## src/rtl/spi_dma_tx_pkg.sv

```systemverilog
package spi_dma_tx_pkg;
  localparam int FRAME_W = 16;
  localparam int HALF_W  = FRAME_W / 2;
  localparam int BITS_W  = $clog2(FRAME_W + 1);

  typedef logic [FRAME_W-1:0] frame_t;
  typedef logic [BITS_W-1:0]  bits_t;

  // number of bits in a frame for the selected width
  function automatic bits_t frame_bits(input logic wide);
    return wide ? bits_t'(FRAME_W) : bits_t'(HALF_W);
  endfunction

  // left-align a frame so the bit to send is always the top bit
  function automatic frame_t align_frame(input frame_t d, input logic wide);
    return wide ? d : {d[HALF_W-1:0], {HALF_W{1'b0}}};
  endfunction
endpackage

```

## src/rtl/spi_dma_tx_buf.sv

```systemverilog
module spi_dma_tx_buf
  import spi_dma_tx_pkg::*;
(
  input  logic                 clk,
  input  logic                 rst_n,
  input  logic                 wr_one_i,
  input  frame_t               one_data_i,
  input  logic                 wr_two_i,
  input  logic [2*FRAME_W-1:0] two_data_i,
  input  logic                 pop_i,
  output frame_t               head_o,
  output logic                 empty_o,
  output logic                 drop_o
);
  localparam logic [1:0] FULL = 2'd2;

  frame_t     ent_q [2];
  logic [1:0] cnt_q;
  logic [1:0] cnt_after_pop;
  logic       acc_one, acc_two;

  always_comb begin
    // room is judged on the occupancy before this cycle's pop
    acc_two       = wr_two_i && (cnt_q == 2'd0);
    acc_one       = wr_one_i && !wr_two_i && (cnt_q != FULL);
    drop_o        = (wr_two_i && (cnt_q != 2'd0)) || (wr_one_i && !wr_two_i && (cnt_q == FULL));
    cnt_after_pop = cnt_q - {1'b0, pop_i};
    head_o        = ent_q[0];
    empty_o       = (cnt_q == 2'd0);
  end

  always_ff @(posedge clk) begin
    if (!rst_n) begin
      cnt_q    <= 2'd0;
      ent_q[0] <= '0;
      ent_q[1] <= '0;
    end else begin
      if (pop_i) ent_q[0] <= ent_q[1];
      if (acc_two) begin
        ent_q[0] <= two_data_i[FRAME_W-1:0];
        ent_q[1] <= two_data_i[2*FRAME_W-1:FRAME_W];
      end else if (acc_one) begin
        if (cnt_after_pop == 2'd0) ent_q[0] <= one_data_i;
        else                       ent_q[1] <= one_data_i;
      end
      cnt_q <= cnt_after_pop + {1'b0, acc_one} + (acc_two ? 2'd2 : 2'd0);
    end
  end
endmodule

```

## src/rtl/spi_dma_tx_shift.sv

```systemverilog
module spi_dma_tx_shift
  import spi_dma_tx_pkg::*;
#(
  parameter int DIV_W = 8
) (
  input  logic             clk,
  input  logic             rst_n,
  input  logic [DIV_W-1:0] half_i,
  input  logic             wide_i,
  input  logic             avail_i,
  input  frame_t           frame_i,
  output logic             take_o,
  output logic             sclk_o,
  output logic             mosi_o,
  output logic             busy_o,
  output logic             done_o
);
  localparam logic [DIV_W-1:0] ONE = DIV_W'(1);

  function automatic logic [DIV_W-1:0] half_limit(input logic [DIV_W-1:0] h);
    return (h == '0) ? ONE : h;
  endfunction

  logic             busy_q, sclk_q;
  logic [DIV_W-1:0] pcnt_q, lim;
  bits_t            left_q;
  frame_t           sh_q;
  logic             tick;

  always_comb begin
    lim    = half_limit(half_i);
    tick   = busy_q && (pcnt_q == lim - ONE);
    // final falling edge of the frame
    done_o = tick && sclk_q && (left_q == bits_t'(1));
    take_o = avail_i && (!busy_q || done_o);
    sclk_o = sclk_q;
    mosi_o = busy_q && sh_q[FRAME_W-1];
    busy_o = busy_q;
  end

  always_ff @(posedge clk) begin
    if (!rst_n) begin
      busy_q <= 1'b0;
      sclk_q <= 1'b0;
      pcnt_q <= '0;
      left_q <= '0;
      sh_q   <= '0;
    end else if (take_o) begin
      busy_q <= 1'b1;
      sclk_q <= 1'b0;
      pcnt_q <= '0;
      left_q <= frame_bits(wide_i);
      sh_q   <= align_frame(frame_i, wide_i);
    end else if (tick) begin
      pcnt_q <= '0;
      sclk_q <= ~sclk_q;
      if (sclk_q) begin
        if (left_q == bits_t'(1)) begin
          busy_q <= 1'b0;
        end else begin
          sh_q   <= sh_q << 1;
          left_q <= left_q - bits_t'(1);
        end
      end
    end else if (busy_q) begin
      pcnt_q <= pcnt_q + ONE;
    end
  end
endmodule

```

## src/rtl/spi_dma_tx.sv

```systemverilog
module spi_dma_tx
  import spi_dma_tx_pkg::*;
#(
  parameter int DIV_W = 8
) (
  input  logic                 clk,
  input  logic                 rst_n,
  input  logic [DIV_W-1:0]     half_period_i,
  input  logic                 wide_i,
  input  logic                 wr_one_i,
  input  logic [FRAME_W-1:0]   wr_one_data_i,
  input  logic                 wr_two_i,
  input  logic [2*FRAME_W-1:0] wr_two_data_i,
  input  logic                 ovf_clr_i,
  output logic                 sclk_o,
  output logic                 mosi_o,
  output logic                 txbl_o,
  output logic                 txempty_o,
  output logic                 ovf_o
);
  frame_t head;
  logic   buf_empty, drop, take, sh_busy, frame_done;
  logic   ovf_q;

  spi_dma_tx_buf u_buf (
    .clk        (clk),
    .rst_n      (rst_n),
    .wr_one_i   (wr_one_i),
    .one_data_i (wr_one_data_i),
    .wr_two_i   (wr_two_i),
    .two_data_i (wr_two_data_i),
    .pop_i      (take),
    .head_o     (head),
    .empty_o    (buf_empty),
    .drop_o     (drop)
  );

  spi_dma_tx_shift #(.DIV_W(DIV_W)) u_shift (
    .clk     (clk),
    .rst_n   (rst_n),
    .half_i  (half_period_i),
    .wide_i  (wide_i),
    .avail_i (!buf_empty),
    .frame_i (head),
    .take_o  (take),
    .sclk_o  (sclk_o),
    .mosi_o  (mosi_o),
    .busy_o  (sh_busy),
    .done_o  (frame_done)
  );

  // a drop wins over a clear on the same cycle
  always_ff @(posedge clk) begin
    if (!rst_n)         ovf_q <= 1'b0;
    else if (drop)      ovf_q <= 1'b1;
    else if (ovf_clr_i) ovf_q <= 1'b0;
  end

  always_comb begin
    txbl_o    = buf_empty;
    txempty_o = buf_empty && !sh_busy;
    ovf_o     = ovf_q;
  end
endmodule

```

## config.mk

```make
export PLATFORM = sky130hd
export DESIGN_NAME = spi_dma_tx
export DESIGN_NICKNAME = d
export VERILOG_FILES = /design/src/rtl/spi_dma_tx_pkg.sv /design/src/rtl/spi_dma_tx_buf.sv /design/src/rtl/spi_dma_tx_shift.sv /design/src/rtl/spi_dma_tx.sv
export SDC_FILE = /design/constraint.sdc
export NUM_CORES = 1
export LEC_CHECK = 0
export BUFFER_PORTS_ARGS = -buffer_cell sky130_fd_sc_hd__buf_2
export CELL_PAD_IN_SITES_DETAIL_PLACEMENT = 1
export CELL_PAD_IN_SITES_GLOBAL_PLACEMENT = 2
export CORE_UTILIZATION = 38
export DETAILED_ROUTE_END_ITERATION = 8
export GPL_ROUTABILITY_DRIVEN = 0
export GPL_TIMING_DRIVEN = 0
export PLACE_DENSITY_LB_ADDON = 0.1
export SYNTH_ARGS = -nofsm -noshare
export SYNTH_HDL_FRONTEND = slang
export SYNTH_HIERARCHICAL = 1
export SYNTH_SLANG_ARGS = --single-unit
```

## constraint.sdc

```tcl
create_clock -name clk -period 11 [get_ports clk]
set_input_delay 0.55 -clock clk [delete_from_list [all_inputs] [get_ports clk]]
set_output_delay 0.55 -clock clk [all_outputs]
set_load 0.02 [all_outputs]
```

# Word level (Yosys, flattened, before mapping)
# Memories as Yosys holds them, arrays and structs flattened.
# Index checks and enable logic that the tools add are counted.
# W data, S select, Z words.
# totals
reg_bits	34
ramBits	32
output_inout_bits	5
word_cells	94
n_memories	1
# memory_table
memory	words	width	read_ports	rd_clocked_by_memory_dff	wr	line_no	text
u_buf.ent_q	2	16	2	0	2	spi_dma_tx_buf.sv:17	frame_t ent_q [2];
# classes
n_addsub	6
n_eq_ne	5
muxes	40
n_bitwise	7
n_reduce_logical	28
# ops
op	count
$mux W16	10
$mux W5	5
$mux W1	23
$logic_and A1 B1 Y1	11
$reduce_bool A2 Y1	5
$add A8 B1 Y8 const B	1
$eq A8 B8 Y1	1
$logic_not A8 Y1	1
$mux W8	1
$sub A8 B1 Y8 const B	1
$reduce_and A3 Y1	2
$eq A5 B1 Y1 const B	1
$or A1 B1 Y1	5
$sub A5 B1 Y5 const B	1
$logic_not A2 Y1	2
$ne A2 B2 Y1 const B	2
$logic_not A1 Y1	3
$reduce_or A3 Y1	1
$add A2 B1 Y2	1
$add A2 B2 Y2	1
$eq A2 B2 Y1 const B	1
$logic_or A1 B1 Y1	2
$mux W2	1
$not A1 Y1	2
2 further kinds	2

# Depth between registers and ports, before layout
# Gate-level depths: netlist of run 1.
# logic_depth
depth_word	17
ltp_mapped	15
depth_no_buf	15

# Cells and area by module
# The synthesis of run 1 kept the hierarchy.
# by_module_without_submodules
module	n_inst	cells_per_inst	area_each_um2	seq_area_each_um2
spi_dma_tx_buf	1	184	2085.8	1001.0
spi_dma_tx_shift	1	204	1823.0	620.6
spi_dma_tx	1	5	48.8	20.0

# Worst setup path after synthesis of run 1
# No wires, ideal clock.
# synth_timing
path_kind	input -> register
startpoint	input port half_period_i[1]
endpoint	memory u_buf/ent_q[0][0] (netlist bit), enable pin
arrival_ns	3.360
required_time_ns	10.546
path_slack_ns	7.186
stages	13
n_path_buf	1
path_cell_list	nor4_2 > a21oi_1 > ha_1 > or2b_1 > o211ai_1 > o211ai_1 > a21oi_1 > a31oi_4 > inv_1 > ha_1 > nand4bb_1 > buf_2 > nand4b_1
# synth_lines
item	line_no	text
from (decl)	spi_dma_tx.sv:8	input logic [DIV_W-1:0] half_period_i,
to (decl)	spi_dma_tx_buf.sv:17	

==> results.json, run 1 <==
{
  "path_cells": "buf_2 > nor3_1 > a21oi_1 > ha_1 > or2b_1 > o211ai_1 > o211ai_1 > a21oi_1 > a31oi_4 > inv_1 > ha_1 > nand4bb_1 > buf_2 > nand4b_1",
  "antenna_found_initial": 0,
  "port_buffers": 65,
  "status": "finished clean",
  "clock_tree.buffer_depth": 2,
  "clock_latency_ns": 0.34,
  "worstSetupPathType": "in2reg",
  "avgSynthCellArea_um2": 10.09,
  "drive_gt1_frac": 0.2939,
  "postCtsSetupBuffers": 0,
  "max_cap_viol_count": 0,
  "io_pins": 67,
  "via_count": 3036,
  "leakagePower_uw": 0.002086,
  "start_kind": "input pin",
  "num_antenna_cells": 0,
  "cts_max_level": 3,
  "area.sequential_um2": 1642,
  "hpwl_um": 7261,
  "final_util": 0.4730,
  "first_pass_iters": 4,
  "die_h_um": 104.0,
  "relSlewSlack": 0.4057,
  "cts.sink_count": 66,
  "ir_worst_vdd_mv": 0.07799,
  "fp-row-count": 36,
  "vias_per_cell": 5.010,
  "arrival_ns": 4.23,
  "max_stage_delay_ns": 0.66,
  "syn_inst": 392,
  "cts_inserted_buffers": 9,
  "track_usage": 0.1817,
  "multi_input_area_um2": 1959,
  "holdBufCountCts": 0,
  "hold_class": "reg2reg",
  "tightest_slew_ns": 0.8889,
  "cts_tree": "yes",
  "yosysWarnings": 6,
  "reg2regPathDepth": 11,
  "fill_cells": 1147,
  "grt_pass1_wl_um": 15640,
  "slew_viol_final": 0,
  "crit_path_top_delay_cell": "nand4b_1",
  "finalNetCount": 536,
  "routedWlPerCell_um": 15.36,
  "p_total_uw": 1050,
  "antenna_left": 0,
  "synth_area_um2": 3954,
  "tns_ns": 0,
  "start_util": 0.3990,
  "period_share": 0.3982,
  "core_um2": 9910,
  "layout.cells.non_filler": 606,
  "finalHoldViolations": 0,
  "grt_pass1_vias": 3141,
  "synthToLayoutAreaGrowth_pct": 18.54,
  "setup_viol": 0,
  "whs_path_depth": 2,
  "gr-total-overflow": 0,
  "cp_max_fo": 16,
  "powerDensity_nw_per_um2": 224.0,
  "rsz0062_at_grt": "no",
  "cts_root_buf": "clkbuf_8",
  "die_area_um2": 10820,
  "die_x_um": 104.0,
  "dp.cells": 590,
  "cp-end-kind": "register",
  "r2r_slack_ns": 7.31,
  "clock.fmax_mhz": 228.3,
  "fin_crit_ns": 4.380,
  "grt_max_degree": 17,
  "ctsResizeCount": 0,
  "required_ns": 10.85,
  "path_clk_slew_ns": 0.07,
  "drc": 0,
  "routed_wl_um": 9308,
  "synthesis.nets": 460,
  "drt_iter0_markers": 58,
  "fin_worst_skew_ns": 0.01060
}
-- per-stage QoR --
stage                     hold slack, ns  cell area [µm²]  worst slack (ns)
after floorplan                   0.4454             3954             7.186
after global placement            0.4585             4446             6.334
after detailed placement          0.4619             4446             6.251
after CTS                         0.4713             4687             6.590
after global routing              0.4958             4687             6.300
final                             0.4691             4687             6.620
-- cell usage in the layout, fill, tap and decap left out, drive strengths merged, types with 6 or more instances in the layout --
cell    instances
a211oi          7
a21oi          23
buf            95
clkbuf         17
dfxtp          34
edfxtp         32
ha              6
inv            26
mux2            8
mux2i          48
nand2          30
nand3           7
nor2           16
o21ai          31
o22ai          16
xnor2          11
xor2            8
-- power by group --
group,internal [µW],switching [µW],total (µW)
sequential,366,37.7,403
combinational,178,221,399
clock,151,97.3,248
total,694,356,1050
-- flip-flops by register name (all words and copies together) (netlist names) --
register        count
u_shift/pcnt_q      8
u_shift/busy_o      1
u_shift/sh_q       16
u_buf/cnt_q         2
u_shift/sclk_o      1
ovf_o               1
u_shift/left_q      5
u_buf/ent_q        32
-- per-layer routing --
metal,vias up,track usage,routed length [µm]
met2,67,0.3071,4430
met5,-,0,0
met1,1416,0.2396,4425
met4,0,0.05714,125
li1,1541,-,-
met3,12,0.02506,327
-- final cells by class --
type / instances / share of cell area
clock buffer: 9 / 0.02643
tap: 133 / 0.03550
timing repair buffer: 65 / 0.06941
buffer: 38 / 0.05446
inverter: 26 / 0.02082
clock inverter: 7 / 0.02509
multi-input combinational: 262 / 0.4180
sequential: 66 / 0.3502
-- worst paths after layout --
kind | startpoint | to
hold / removal | u_shift/sh_q[0]$_SDFFE_PN0P_ | u_shift/sh_q[0]$_SDFFE_PN0P_
hold reg to reg | u_shift/sh_q[0]$_SDFFE_PN0P_ | u_shift/sh_q[0]$_SDFFE_PN0P_
setup reg to reg | u_shift/left_q[1]$_SDFFE_PN0P_ | u_buf/ent_q[0][1]$_DFFE_PP_
setup / recovery | half_period_i[5] | u_buf/ent_q[0][1]$_DFFE_PP_
-- worst max-delay path, delay by kind of cell --
family	cells	cell delay, ns
AND/OR/NAND/NOR	4	1.57
AO/OA/AOI/OAI	5	0.90
buffers and inverters	3	0.60
adder cells (fa/ha/maj)	2	0.60
Note: power is estimated with default switching activity, not from simulation.
==> run 2, diff against run 1 <==
- CORE_UTILIZATION: 38 -> 32
- clock period: 11 -> 3.95 ns (I/O delays scaled with it)
==> run 2 against run 1 <==
Routed wire length increased by 0.81%. Sequential cell count unchanged. Clock skew decreased by 0.0029 ns. Critical path type unchanged. Largest cell class unchanged.
==> results.json, run 2 (synthesis gave the netlist of run 1 again) <==
{
  "clock_tree.buffer_depth": 2,
  "rsz0062_at_grt": "no",
  "drc": 0,
  "die_h_um": 113.2,
  "synthToLayoutAreaGrowth_pct": 22.44,
  "tightest_slew_ns": 0.6239,
  "die_x_um": 113.2,
  "core_um2": 12010,
  "cp_max_fo": 10,
  "start_util": 0.3292,
  "setup.worst_path.start": "half_period_i[2]",
  "drive_gt1_frac": 0.2954,
  "antenna_left": 0,
  "die_area_um2": 12800,
  "min_from": "rst_n",
  "p_total_uw": 3212,
  "track_usage": 0.1615,
  "fin_worst_skew_ns": 0.007687,
  "period_share": 0.8895,
  "cts_tree": "yes",
  "clock_latency_ns": 0.33,
  "powerDensity_nw_per_um2": 663.5,
  "path_clk_slew_ns": 0.05,
  "top_regs": "u_buf/ent_q: 32 flops, u_shift/sh_q: 16 flops, u_shift/pcnt_q: 8 flops",
  "largest_register": "u_buf/ent_q",
  "antenna_found_initial": 0,
  "r2r_start": "u_shift/left_q[1]$_SDFFE_PN0P_",
  "final_common_cell": "buf_2",
  "num_antenna_cells": 0,
  "gr-total-overflow": 0,
  "hpwl_um": 7316,
  "grt_pass1_wl_um": 15840,
  "routed_wl_um": 9383,
  "setup_viol": 0,
  "grt_pass1_vias": 3170,
  "vias_per_cell": 4.808,
  "fp-row-count": 40,
  "via_count": 2986,
  "ir_worst_vdd_mv": 0.2720,
  "start_kind": "input pin",
  "finalHoldViolations": 0,
  "layout.cells.non_filler": 621,
  "finalNetCount": 537,
  "clock.fmax_mhz": 284.6,
  "max_cap_viol_count": 0,
  "required_ns": 4.01,
  "grt_max_degree": 17,
  "dp.cells": 604,
  "routedWlPerCell_um": 15.11,
  "cp-end-kind": "register",
  "fill_cells": 1378,
  "cts_max_level": 3,
  "r2r_end": "u_buf/ent_q[0][4]$_DFFE_PP_",
  "reg2regPathDepth": 12,
  "cts_inserted_buffers": 9,
  "slew_viol_final": 0,
  "cts_root_buf": "clkbuf_16",
  "layout_common_cells": "71 x buf_2, 48 x mux2i_1, 34 x dfxtp_1, 32 x edfxtp_1, 29 x nand2_1",
  "status": "finished clean",
  "leakagePower_uw": 0.002144,
  "cts.sink_count": 66,
  "hold_class": "in2reg",
  "arrival_ns": 3.58,
  "first_pass_iters": 4,
  "port_buffers": 65,
  "fin_crit_ns": 3.513,
  "r2r_slack_ns": 0.74,
  "largest_reg_flops": 32,
  "worstSetupPathType": "in2reg",
  "relSlewSlack": 0.5782,
  "drt_iter0_markers": 116,
  "crit_end": "u_buf/ent_q[0][4]$_DFFE_PP_",
  "io_pins": 67,
  "holdBufCountCts": 0
}
[run 2: cell count changes in the layout (fill, tap and decap cells not counted), moves of 2 or more]
cell | before | now
clkbuf_16 | 0 | 9
clkbuf_8 | 9 | 0
clkinv_2 | 2 | 0
clkinv_4 | 2 | 0
[run 2: per-layer routing]
metal / vias to the layer above / GRT usage / part of all wire
met5: - / 0 / 0
met4: 0 / 0.04649 / 0.016
met3: 9 / 0.04821 / 0.040
met2: 61 / 0.2699 / 0.48
met1: 1372 / 0.2010 / 0.47
li1: 1544 / - / -
[run 2: area by class of cell]
cell class	count	area (µm²)	share of cell area
Buffer	38	255.2	0.05273
Sequential cell	66	1642	0.3391
Multi-Input combinational cell	262	1964	0.4058
Timing Repair Buffer	66	332.8	0.06875
Tap cell	147	183.9	0.03799
Inverter	26	97.59	0.02016
Clock buffer	9	225.2	0.04652
Clock inverter	7	140.1	0.02895
[run 2: worst min path at each step]
stage                                                end  slack [ns]  cells past startpoint
after floorplan                       ovf_o$_SDFFE_PN0P_        0.31                      1
after global placement      u_shift/sh_q[0]$_SDFFE_PN0P_        0.46                      2
after detailed placement  u_shift/left_q[1]$_SDFFE_PN0P_        0.48                      2
after CTS                             ovf_o$_SDFFE_PN0P_        0.18                      2
after global routing                  ovf_o$_SDFFE_PN0P_        0.19                      2
final                                 ovf_o$_SDFFE_PN0P_        0.19                      2
[run 2: timing repair]
action / CTS / global route
setup buffers: 1 / 0
pin swaps: 1 / 0
gates resized for setup: 0 / 1
endpoints found under the setup margin: 16 / 16
[run 2: critical path: stages]
cell and delay [ns]:
buf_2 0.15, nor4_2 0.52, a21oi_1 0.17, ha_1 0.30
or2b_1 0.24, o211ai_1 0.09, o211ai_1 0.15, a21oi_1 0.25
a31oi_4 0.20, inv_1 0.21, ha_1 0.30, nand4bb_1 0.10
buf_2 0.24, buf_2 0.32, o22ai_1 0.13
[run 2: report_power, final]
| group | switching [µW] | internal, µW | total, µW | leakage [µW] |
|---|---|---|---|---|
| clock network | 301 | 680 | 981 | 0.000174 |
| logic | 610 | 501 | 1110 | 0.00134 |
| registers | 103 | 1020 | 1120 | 0.000629 |
[run 2: per-stage QoR]
stage	setup slack, ns	util	hold slack (ns)	cell area, µm²	setup TNS, ns
6_report	0.4366	0.4030	0.1930	4841	0
5_1_grt	0.1030	0.4030	0.1870	4841	0
4_1_cts	0.08192	0.4026	0.1816	4836	0
3_5_place_dp	-0.4088	0.3716	0.4820	4463	-10.54
3_3_place_gp	-0.4090	0.3716	0.4607	4463	-9.769
2_1_floorplan	0.4881	-	0.3150	3954	0
